<file path="src/rtl/rbu_pkg.sv">
// Shared types for the relative branch unit.
// Assumes the jump group occupies seven consecutive opcodes.
package rbu_pkg;

    // Branch condition selected by the decoder.
    typedef enum logic [2:0] {
        COND_NONE   = 3'd0,
        COND_ALWAYS = 3'd1,
        COND_ZCLR   = 3'd2,
        COND_ZSET   = 3'd3,
        COND_CCLR   = 3'd4,
        COND_CSET   = 3'd5,
        COND_ABOVE  = 3'd6,
        COND_NABOVE = 3'd7
    } cond_e;

    localparam int GROUP_SIZE = 7;

endpackage

</file>
<file path="src/rtl/rbu_decode.sv">
// Maps an opcode to a branch condition.
// Assumes the group starts at OPC_BASE; the order of the seven
// conditions within the group is fixed by the instruction encoding.
module rbu_decode #(
    parameter int                 OPC_W    = 8,
    parameter logic [OPC_W-1:0]   OPC_BASE = 8'h30
) (
    input  logic [OPC_W-1:0] opcode,
    output rbu_pkg::cond_e   cond,
    output logic             in_group
);
    import rbu_pkg::*;

    localparam logic [OPC_W-1:0] OPC_LAST = OPC_BASE + OPC_W'(GROUP_SIZE - 1);

    logic [OPC_W-1:0] idx;

    // Range test and index within the group.
    always_comb begin
        in_group = (opcode >= OPC_BASE) && (opcode <= OPC_LAST);
        idx      = opcode - OPC_BASE;
    end

    // Index to condition, following the group encoding order.
    always_comb begin
        cond = COND_NONE;
        if (in_group) begin
            case (idx[2:0])
                3'd0:    cond = COND_ZCLR;
                3'd1:    cond = COND_ALWAYS;
                3'd2:    cond = COND_ZSET;
                3'd3:    cond = COND_CCLR;
                3'd4:    cond = COND_CSET;
                3'd5:    cond = COND_ABOVE;
                3'd6:    cond = COND_NABOVE;
                default: cond = COND_NONE;
            endcase
        end
    end

endmodule

</file>
<file path="src/rtl/rbu_cond_eval.sv">
// Evaluates a branch condition against the Zero and Carry flags.
// Assumes Carry set means "no borrow" after a compare.
module rbu_cond_eval (
    input  rbu_pkg::cond_e cond,
    input  logic           zf,
    input  logic           cf,
    output logic           take
);
    import rbu_pkg::*;

    // Flag test for each condition.
    always_comb begin
        case (cond)
            COND_ALWAYS: take = 1'b1;
            COND_ZCLR:   take = ~zf;
            COND_ZSET:   take = zf;
            COND_CCLR:   take = ~cf;
            COND_CSET:   take = cf;
            COND_ABOVE:  take = ~zf & cf;
            COND_NABOVE: take = zf | ~cf;
            default:     take = 1'b0;
        endcase
    end

endmodule

</file>
<file path="src/rtl/rbu_target_add.sv">
// Adds an extended displacement to an address, wrapping at 2^ADDR_W.
// SIGNED_OFS selects sign extension (1) or zero extension (0).
// Assumes ADDR_W > OFS_W.
module rbu_target_add #(
    parameter int ADDR_W     = 16,
    parameter int OFS_W      = 8,
    parameter bit SIGNED_OFS = 1'b1
) (
    input  logic [ADDR_W-1:0] base,
    input  logic [OFS_W-1:0]  ofs,
    output logic [ADDR_W-1:0] sum
);
    localparam int EXT_W = ADDR_W - OFS_W;

    logic [ADDR_W-1:0] ofs_ext;

    generate
        if (SIGNED_OFS) begin : g_sext
            // Replicate the sign bit of the displacement.
            always_comb ofs_ext = {{EXT_W{ofs[OFS_W-1]}}, ofs};
        end else begin : g_zext
            // Pad the displacement with zeros.
            always_comb ofs_ext = {{EXT_W{1'b0}}, ofs};
        end
    endgenerate

    // Modular sum; the carry out is dropped.
    always_comb sum = base + ofs_ext;

endmodule

</file>
<file path="src/rtl/rel_branch_unit.sv">
// Relative branch condition unit: decodes the relative jump group,
// evaluates its condition, and registers the taken flag, the target
// and the next fetch address. One cycle of latency.
// Assumes ip_next already points past the 2-byte jump.
module rel_branch_unit #(
    parameter int               ADDR_W   = 16,
    parameter int               OFS_W    = 8,
    parameter int               OPC_W    = 8,
    parameter logic [OPC_W-1:0] OPC_BASE = 8'h30
) (
    input  logic              clk,
    input  logic              rst_n,
    input  logic [OPC_W-1:0]  opcode,
    input  logic [OFS_W-1:0]  offset,
    input  logic [ADDR_W-1:0] ip_next,
    input  logic              flag_zero,
    input  logic              flag_carry,
    output logic              br_valid,
    output logic              br_taken,
    output logic [ADDR_W-1:0] br_target,
    output logic [ADDR_W-1:0] next_ip
);
    import rbu_pkg::*;

    cond_e             cond;
    logic              in_group;
    logic              take;
    logic [ADDR_W-1:0] sum;
    logic [ADDR_W-1:0] sel_ip;

    rbu_decode #(.OPC_W(OPC_W), .OPC_BASE(OPC_BASE)) i_decode (
        .opcode   (opcode),
        .cond     (cond),
        .in_group (in_group)
    );

    rbu_cond_eval i_eval (
        .cond (cond),
        .zf   (flag_zero),
        .cf   (flag_carry),
        .take (take)
    );

    rbu_target_add #(.ADDR_W(ADDR_W), .OFS_W(OFS_W), .SIGNED_OFS(1'b1)) i_add (
        .base (ip_next),
        .ofs  (offset),
        .sum  (sum)
    );

    // Choose the fetch address: target on a taken jump, fall-through otherwise.
    always_comb sel_ip = take ? sum : ip_next;

    // Output register stage with synchronous active-low reset.
    always_ff @(posedge clk) begin
        if (!rst_n) begin
            br_valid  <= 1'b0;
            br_taken  <= 1'b0;
            br_target <= '0;
            next_ip   <= '0;
        end else begin
            br_valid  <= in_group;
            br_taken  <= take;
            br_target <= sum;
            next_ip   <= sel_ip;
        end
    end

endmodule

</file>
<file path="config.mk">
export PLATFORM = sky130hd
export DESIGN_NAME = rel_branch_unit
export DESIGN_NICKNAME = d
export VERILOG_FILES = /design/src/rtl/rbu_pkg.sv /design/src/rtl/rbu_decode.sv /design/src/rtl/rbu_cond_eval.sv /design/src/rtl/rbu_target_add.sv /design/src/rtl/rel_branch_unit.sv
export SDC_FILE = /design/constraint.sdc
export NUM_CORES = 1
export LEC_CHECK = 0
export CORE_MARGIN = 2
export CORE_UTILIZATION = 40
export CTS_CLUSTER_SIZE = 16
export DETAILED_ROUTE_END_ITERATION = 12
export PLACE_DENSITY = 0.81
export SLEW_MARGIN = 10
export SYNTH_ARGS = -nofsm -noshare
export SYNTH_HDL_FRONTEND = slang
export SYNTH_SLANG_ARGS = --single-unit
</file>
<file path="constraint.sdc">
create_clock -name clk -period 2.1 [get_ports clk]
set_clock_uncertainty 0.05 [all_clocks]
set_input_delay 0.42 -clock clk [delete_from_list [all_inputs] [get_ports clk]]
set_output_delay 0.42 -clock clk [all_outputs]
set_load 0.02 [all_outputs]
</file>
Word level (Yosys, flattened, before mapping)
Cells that the tools add are included.
Operators by class
  $lt $le $gt $ge: 2
  equal/unequal tests: 13
  reductions and logical operators: 2
  multiplexer cells: 4
  bitwise gates (word level): 4
  add/sub/neg operators: 2
Operators by type and width (count)
  $eq 3x3->1 const B: 7
  $pmux 3 s7: 1
  $add 16x16->16: 1
  $mux 16: 1
  $eq 3x2->1 const B: 4
  $ge 8x6->1 const B: 1
  $le 8x6->1 const B: 1
  $pmux 1 s7: 1
  $eq 3x1->1 const B: 2
  $logic_not 3->1: 1
  $mux 3: 1
  $sub 3x1->3 const B: 1
  $not 1->1: 2
  $and 1x1->1: 1
  $logic_and 1x1->1: 1
  $or 1x1->1: 1
Storage, ports and cells
  output and inout port bits: 34
  register bits: 34
  logic and storage cells: 31
  input bits: 36

Longest topological paths before layout
Gate-level depths: netlist of run 1.
  depth in word-level cells: 7
  mapped depth: 9
  depth with buffers taken out: 9

Hierarchy
From an unflattened synthesis of run 1, not the netlist that was laid out.
Unflattened totals
  cells, all modules: 212
  area total of the unflattened synthesis: 2060.7 um^2
Modules (own cells, without submodules)
  rel_branch_unit: sequential area each 680.7 um^2, cells each 89, area each 1097.3 um^2, instances 1
  rbu_target_add: sequential area each 0.0 um^2, cells each 107, area each 853.3 um^2, instances 1
  rbu_decode: sequential area each 0.0 um^2, cells each 12, area each 78.8 um^2, instances 1
  rbu_cond_eval: sequential area each 0.0 um^2, cells each 4, area each 31.3 um^2, instances 1

Least setup slack after synthesis of run 1
Ideal clock, no wire load.
  kind: in2reg
  from: input offset[0]
  to: register next_ip[12]
  setup slack: -0.117 ns
  stages on the path: 9
  arrival: 2.050 ns
  data required time: 1.934 ns
  setup time: 0.116 ns
  buffers on the path: 0
  cells stage by stage: ha_1 -> inv_1 -> fa_1 -> nor2b_2 -> o2111ai_2 -> a21oi_2 -> a221o_1 -> a211o_1 -> a41o_1
Between the ends
  cells in the longest elaborated chain, start to end: 2
RTL lines
  from (decl): line rel_branch_unit.sv:14  | input logic [OFS_W-1:0] offset,
  $add 16x16->16: line rbu_target_add.sv:28  | always_comb sum = base + ofs_ext;
  $mux 16: line rel_branch_unit.sv:51  | always_comb sel_ip = take ? sum : ip_next;
  to (signal assigned): line rel_branch_unit.sv:64  | next_ip <= sel_ip;
  to (decl): line rel_branch_unit.sv:21  | output logic [ADDR_W-1:0] next_ip
No other way between the ends.
A chain may end at the register's enable or synchronous reset.

Worst setup path after layout of run 1
  from: input ip_next[4]
  to: register next_ip[12]
Between the ends
  cells in the longest elaborated chain, start to end: 2
RTL lines
  from (decl): line rel_branch_unit.sv:15  | input logic [ADDR_W-1:0] ip_next,
  $add 16x16->16: line rbu_target_add.sv:28
  $mux 16: line rel_branch_unit.sv:51
No other way between the ends.

==> flow_metrics.tcl, run 1 <==
set metrics [dict create \
    outcome "complete, no violations" \
    ant_nets 0 \
    syn_area_per_cell_um2 8.75 \
    min_period_over_period_pct 96.9 \
    gr-total-overflow 0 \
    slew_violations 0 \
    antenna_found_initial 0 \
    slowest_delay_ps 300 \
    wirelength_um 6430 \
    cts.sinks 34 \
    post-route-drc-count 0 \
    core_area_um2 4660 \
    first_iter_violations 118 \
    start_util_pct 41.1 \
    worst-endpoint-arrival_ps 2170 \
    synth_common_cells "dfxtp_1, nand2_1, a21oi_1, ha_1, nor2_1" \
    die_h_um 73.2 \
    cp.required_ps 2230 \
    fin_nets 404 \
    worst_slew_pin_slew_ps 558 \
    root_buffer "clkbuf_8" \
    h-tree-depth 2 \
    max_freq_mhz 491 \
    path_buf_inv 3 \
    via_per_inst 5.32 \
    period_minus_slack_ps 2030 \
    path_clk_slew_ps 70 \
    syn-num-nets 271 \
    crit_family "compound AO/OA/AOI/OAI gates" \
    ys_ff_latch 34 \
    stdcell_count 407 \
    synthCells 219 \
    synth_area_leader_cell "dfxtp_1" \
    drive_gt1_share_pct 32.0 \
    wl_per_cell_um 15.8 \
    yosysMostFrequentCell "dfxtp_1" \
    cap_violations 0 \
    setup_violations 0 \
    grt_usage_pct 22.8 \
    area_delta_synth_final_pct 80.9 \
    slew_headroom_pct 62.8 \
    power_density_nw_per_um2 592 \
    place_ws_ps -747 \
    start_kind "primary input" \
    synth_cell_types 49 \
    setup_ws_ps 65.4 \
    path_common_cell "buf_4" \
    crit_path_cell_trace "clkdlybuf4s15_1, ha_4, buf_4, buf_4, o2111ai_4, a21oi_4, a221o_1, a211o_1, a41o_1" \
    grt_pass1_vias 2051 \
    crit_type "primary input to flip-flop" \
    vdd_ir_drop_max_mv 0.279 \
    cp_max_fo 4 \
    drt-pass1-iter-count 4 \
    diodes 0 \
    hold_viol_final 0 \
    vias 2165 \
    hpwl_um 4320 \
    port_buffers 69 \
    grt_max_degree 15 \
    grt_pass1_wl_um 9270 \
    synth.area.top_cells "dfxtp_1, ha_1, nand2_1" \
    ys_seq_area_share_pct 35.5 \
    yosysWarnings 0 \
    placement_rows 25 \
    dp_cells 388 \
    p_leak_nw 1.51 \
    cts_buffer_depth 2 \
    io_pins 70 \
    end_kind "flip-flop" \
    cts_tree "done" \
    numCtsBuffers 5 \
    synth_top_area_share_pct 35.5 \
    gp_congestion 0.845 \
    crit_slowest_cell "a221o_1" \
    netlist_area_um2 1920 \
    async_flop_share_pct 0 \
    hold_path.class "primary input to flip-flop" \
    synth_edf_count 0 \
    synth-main-ff-cell "dfxtp_1" \
    die_x_um 73.2 \
    die-area_um2 5360 \
]
repair_timing:
action,4_1_cts,5_1_grt
pin swaps,15,17
hold buffers,0,0
endpoints found under the setup margin,20,18
gates resized for setup,50,33
setup buffers,7,4
cell usage in the layout (no fill, tap or decap), types with 4 or more instances in the layout:
cell type	synthesis	layout
a21o_1	5	5
xnor2_1	7	6
dfxtp_1	34	34
o21a_1	6	5
o21ai_1	8	8
o21ai_0	7	5
dlygate4sd2_1	0	8
nor3_1	5	5
and2_1	9	9
nand2_1	25	24
a21oi_2	3	4
clkdlybuf4s50_1	0	48
nand3_1	7	7
buf_4	0	59
clkdlybuf4s15_1	0	5
nor2_1	13	13
and3_1	4	4
a21oi_1	16	13
inv_1	8	6
buf_6	2	5
ha_4	0	13
mux2i_1	5	5
clkbuf_8	0	6
cell families after synthesis:
logic type / after synthesis / synth area share (%)
AND/OR/NAND/NOR: 77 / 20.4
multiplexers: 5 / 2.61
XOR/XNOR: 9 / 4.12
AO/OA/AOI/OAI: 65 / 23.1
flip-flops: 34 / 35.5
buffers and inverters: 13 / 3.40
adder cells (fa/ha/maj): 16 / 10.8
routing by layer:
layer  global-route usage (%)  vias to the layer above  part of all wire (%)
met4                     11.3                        0                   2.4
met5                        0                        -                     0
met2                     38.9                       82                    50
li1                         -                     1061                     -
met1                     26.0                     1005                    41
met3                     6.35                       17                   6.3
state kept, by name, indices dropped and copies added, names as in the netlist:
name / count
br_target: 16
next_ip: 16
br_taken: 1
br_valid: 1
power breakdown:
group | total, mW | internal, mW | switching [mW]
sequential | 0.716 | 0.702 | 0.0145
clock | 0.510 | 0.265 | 0.245
combinational | 0.824 | 0.437 | 0.387
total | 2.05 | 1.40 | 0.647
stage by stage:
step / setup TNS, ps / hold WS (ps) / total power, mW / instance area, um^2 / utilization, %
finish: 0 / 337 / 2.05 / 3470 / 74.4
CTS: -207 / 478 / 2.00 / 3360 / 72.2
global route: -40.7 / 347 / 2.15 / 3470 / 74.4
global placement: -11900 / 979 / 1.42 / 3060 / 65.7
floorplan: -3.28 / 468 / 1.08 / 1960 / -
detailed placement: -12350 / 979 / 1.43 / 3060 / 65.7
final timing paths:
check,from,end,slack (ps),cells past startpoint
worst max-delay path,ip_next[4],next_ip[12]$_SDFF_PN0_,70,9
worst min-delay path,ip_next[0],next_ip[0]$_SDFF_PN0_,340,3
area by class of cell:
class / instances / area (um^2)
inverter: 8 / 30.0
clock inverter: 1 / 5.00
timing repair buffer: 131 / 1150
multi-input combinational: 172 / 1450
clock buffer: 7 / 86.3
fill: 357 / 1190
sequential: 34 / 681
tap: 54 / 67.6
Note: power is estimated with default switching activity, not from simulation.
==> run 2, diff against run 1 <==
- CORE_UTILIZATION: 40 -> 48
- PLACE_DENSITY: 0.81 -> 0.9
- SKIP_CTS_REPAIR_TIMING: unset -> 1
- clock period: 2.1 -> 2.5 ns (I/O delays scaled with it)
==> run 2 against run 1 <==
Net effect:
- non-clock buffer count shrank 20
- combinational power shrank 21%
- sequential cell count is the same
- count of clock-buffer cells in the layout shrank 1
- die area shrank 16%
- final area shrank 7.5%
- critical endpoint is now next_ip[15]$_SDFF_PN0_
- largest cell class unchanged
- largest power group unchanged
==> flow_metrics.tcl, run 2 (synthesis gave the netlist of run 1 again) <==
set metrics [dict create \
    outcome "complete, no violations" \
    root_buffer "clkbuf_8" \
    p_sw_share_pct 31.2 \
    setup_ws_ps 47.8 \
    p_comb_share_pct 37.2 \
    most-common-layout-cells "clkdlybuf4s50_1, buf_4, dfxtp_1" \
    fin_nets 384 \
    slew_violations 0 \
    placement_rows 22 \
    worst-endpoint-arrival_ps 2620 \
    h-tree-depth 2 \
    grt_max_degree 15 \
    hold_start "ip_next[0]" \
    power_density_nw_per_um2 548 \
    startpoint "ip_next[10]" \
    layout_commonest_cell "clkdlybuf4s50_1" \
    end_kind "flip-flop" \
    use_met3_pct 7.50 \
    vias 2289 \
    gp_congestion 0.929 \
    total_power_mw 1.76 \
    grt_use_met2_pct 51.2 \
    seqPwrFrac_pct 34.3 \
    diodes 0 \
    drive_gt1_share_pct 22.5 \
    reg_top3 "br_target (16), next_ip (16)" \
    path_common_cell "mux2i_1" \
    tns_ps 0 \
    stdcell_count 381 \
    post-route-drc-count 0 \
    p_sw_mw 0.548 \
    core_area_um2 3740 \
    crit_slowest_cell "clkdlybuf4s50_1" \
    area_delta_synth_final_pct 67.3 \
    start_util_pct 51.2 \
    cp_max_fo 6 \
    hold_path.class "primary input to flip-flop" \
    pwr-share-clk_pct 28.5 \
    port_buffers 69 \
    crit_path_cell_trace "clkdlybuf4s50_1, ha_4, nand2_1, a211oi_2, o21ai_2, a31oi_4, mux2i_1, mux2i_1" \
    p_leak_nw 1.44 \
    cts_tree "done" \
    die-area_um2 4510 \
    wirelength_um 7470 \
    cp-endpoint "next_ip[15]$_SDFF_PN0_" \
    post-route-util_pct 85.6 \
    grt_pass1_vias 2088 \
    hpwl_um 4340 \
    cap_violations 0 \
    min_period_over_period_pct 98.1 \
    nFillCells 194 \
    wl_per_cell_um 19.6 \
    dp_cells 370 \
    path_clk_slew_ps 70 \
    whs_ps 469 \
    numCtsBuffers 5 \
    slew_headroom_pct 63.4 \
    die_x_um 67.2 \
    hold_viol_final 0 \
    period_minus_slack_ps 2450 \
    ant_nets 0 \
    cts_buffer_depth 2 \
    worst_slew_pin_slew_ps 548 \
    gr-total-overflow 0 \
    max_freq_mhz 408 \
    place_area_um2 2920 \
    cts.sinks 34 \
    crit_type "primary input to flip-flop" \
    fin_area_um2 3200 \
    start_kind "primary input" \
    via_per_inst 6.01 \
    place_ws_ps -424 \
    first_iter_violations 237 \
    grt_pass1_wl_um 9390 \
    io_pins 70 \
    grt_usage_pct 28.4 \
    antenna_found_initial 0 \
    drt-pass1-iter-count 7 \
    p_int_mw 1.21 \
    slowest_delay_ps 490 \
    grtUsageMet1_pct 29.5 \
    top_usage_layer "met2" \
    setup_violations 0 \
    die_h_um 67.2 \
    cp.required_ps 2670 \
    vdd_ir_drop_max_mv 0.338 \
]
-- run 2: cell count changes in the layout (fill, tap and decap cells not counted), sizes merged --
cell,before,now
dlygate4sd2,8,0
clkbuf,11,6
clkinvlp,0,1
clkdlybuf4s50,48,60
clkdlybuf4s15,5,0
bufinv,0,1
dlymetal6s2s,2,9
buf,64,42
clkinv,1,0
-- run 2: worst max-delay path, delay by kind of cell --
kind	cells	cell delay (ps)
multiplexers	2	430
adder cells (fa/ha/maj)	1	350
AO/OA/AOI/OAI	3	750
AND/OR/NAND/NOR	1	100
buffers and inverters	1	490
-- run 2: final cells by class --
| class | count | area, um^2 | share of cell area, % |
|---|---|---|---|
| clock buffers | 6 | 72.6 | 2.26 |
| flip-flops and latches | 34 | 681 | 21.2 |
| inverters | 8 | 30.0 | 0.937 |
| well taps | 48 | 60.1 | 1.87 |
| clock inverters | 2 | 37.5 | 1.17 |
| repair buffers | 111 | 1030 | 32.1 |
| multi-input cells | 172 | 1290 | 40.4 |
-- run 2: layer usage --
layer  wire length [um]  share of wire, %  vias to the layer above
met5                  0                 0                        -
met1               2710                36                     1059
li1                   -                 -                     1014
met3                720               9.6                       43
met4                393               5.3                        0
met2               3650                49                      173
-- run 2: worst min-delay path by stage --
stage | endpoint | slack, ps | cells past startpoint
final | next_ip[0]$_SDFF_PN0_ | 470 | 3
after global routing | next_ip[0]$_SDFF_PN0_ | 490 | 3
after CTS | next_ip[15]$_SDFF_PN0_ | 750 | 3
after detailed placement | next_ip[5]$_SDFF_PN0_ | 1060 | 3
after global placement | next_ip[5]$_SDFF_PN0_ | 1050 | 3
after floorplan | br_valid$_SDFF_PN0_ | 550 | 1
-- run 2: power by group through the flow --
| stage | Sequential (mW) | Combinational [mW] | Clock, mW |
|---|---|---|---|
| after floorplan | 0.676 | 0.226 | 0 |
| after global placement | 0.613 | 0.548 | 0 |
| after detailed placement | 0.614 | 0.562 | 0 |
| after CTS | 0.602 | 0.576 | 0.506 |
| after global routing | 0.606 | 0.685 | 0.534 |
| final | 0.603 | 0.654 | 0.500 |
==> run 3, diff against run 2 <==
- SKIP_LAST_GASP: unset -> 1
==> results of run 3 <==
The final DEF is identical to that of run 2; final timing and power are the same.
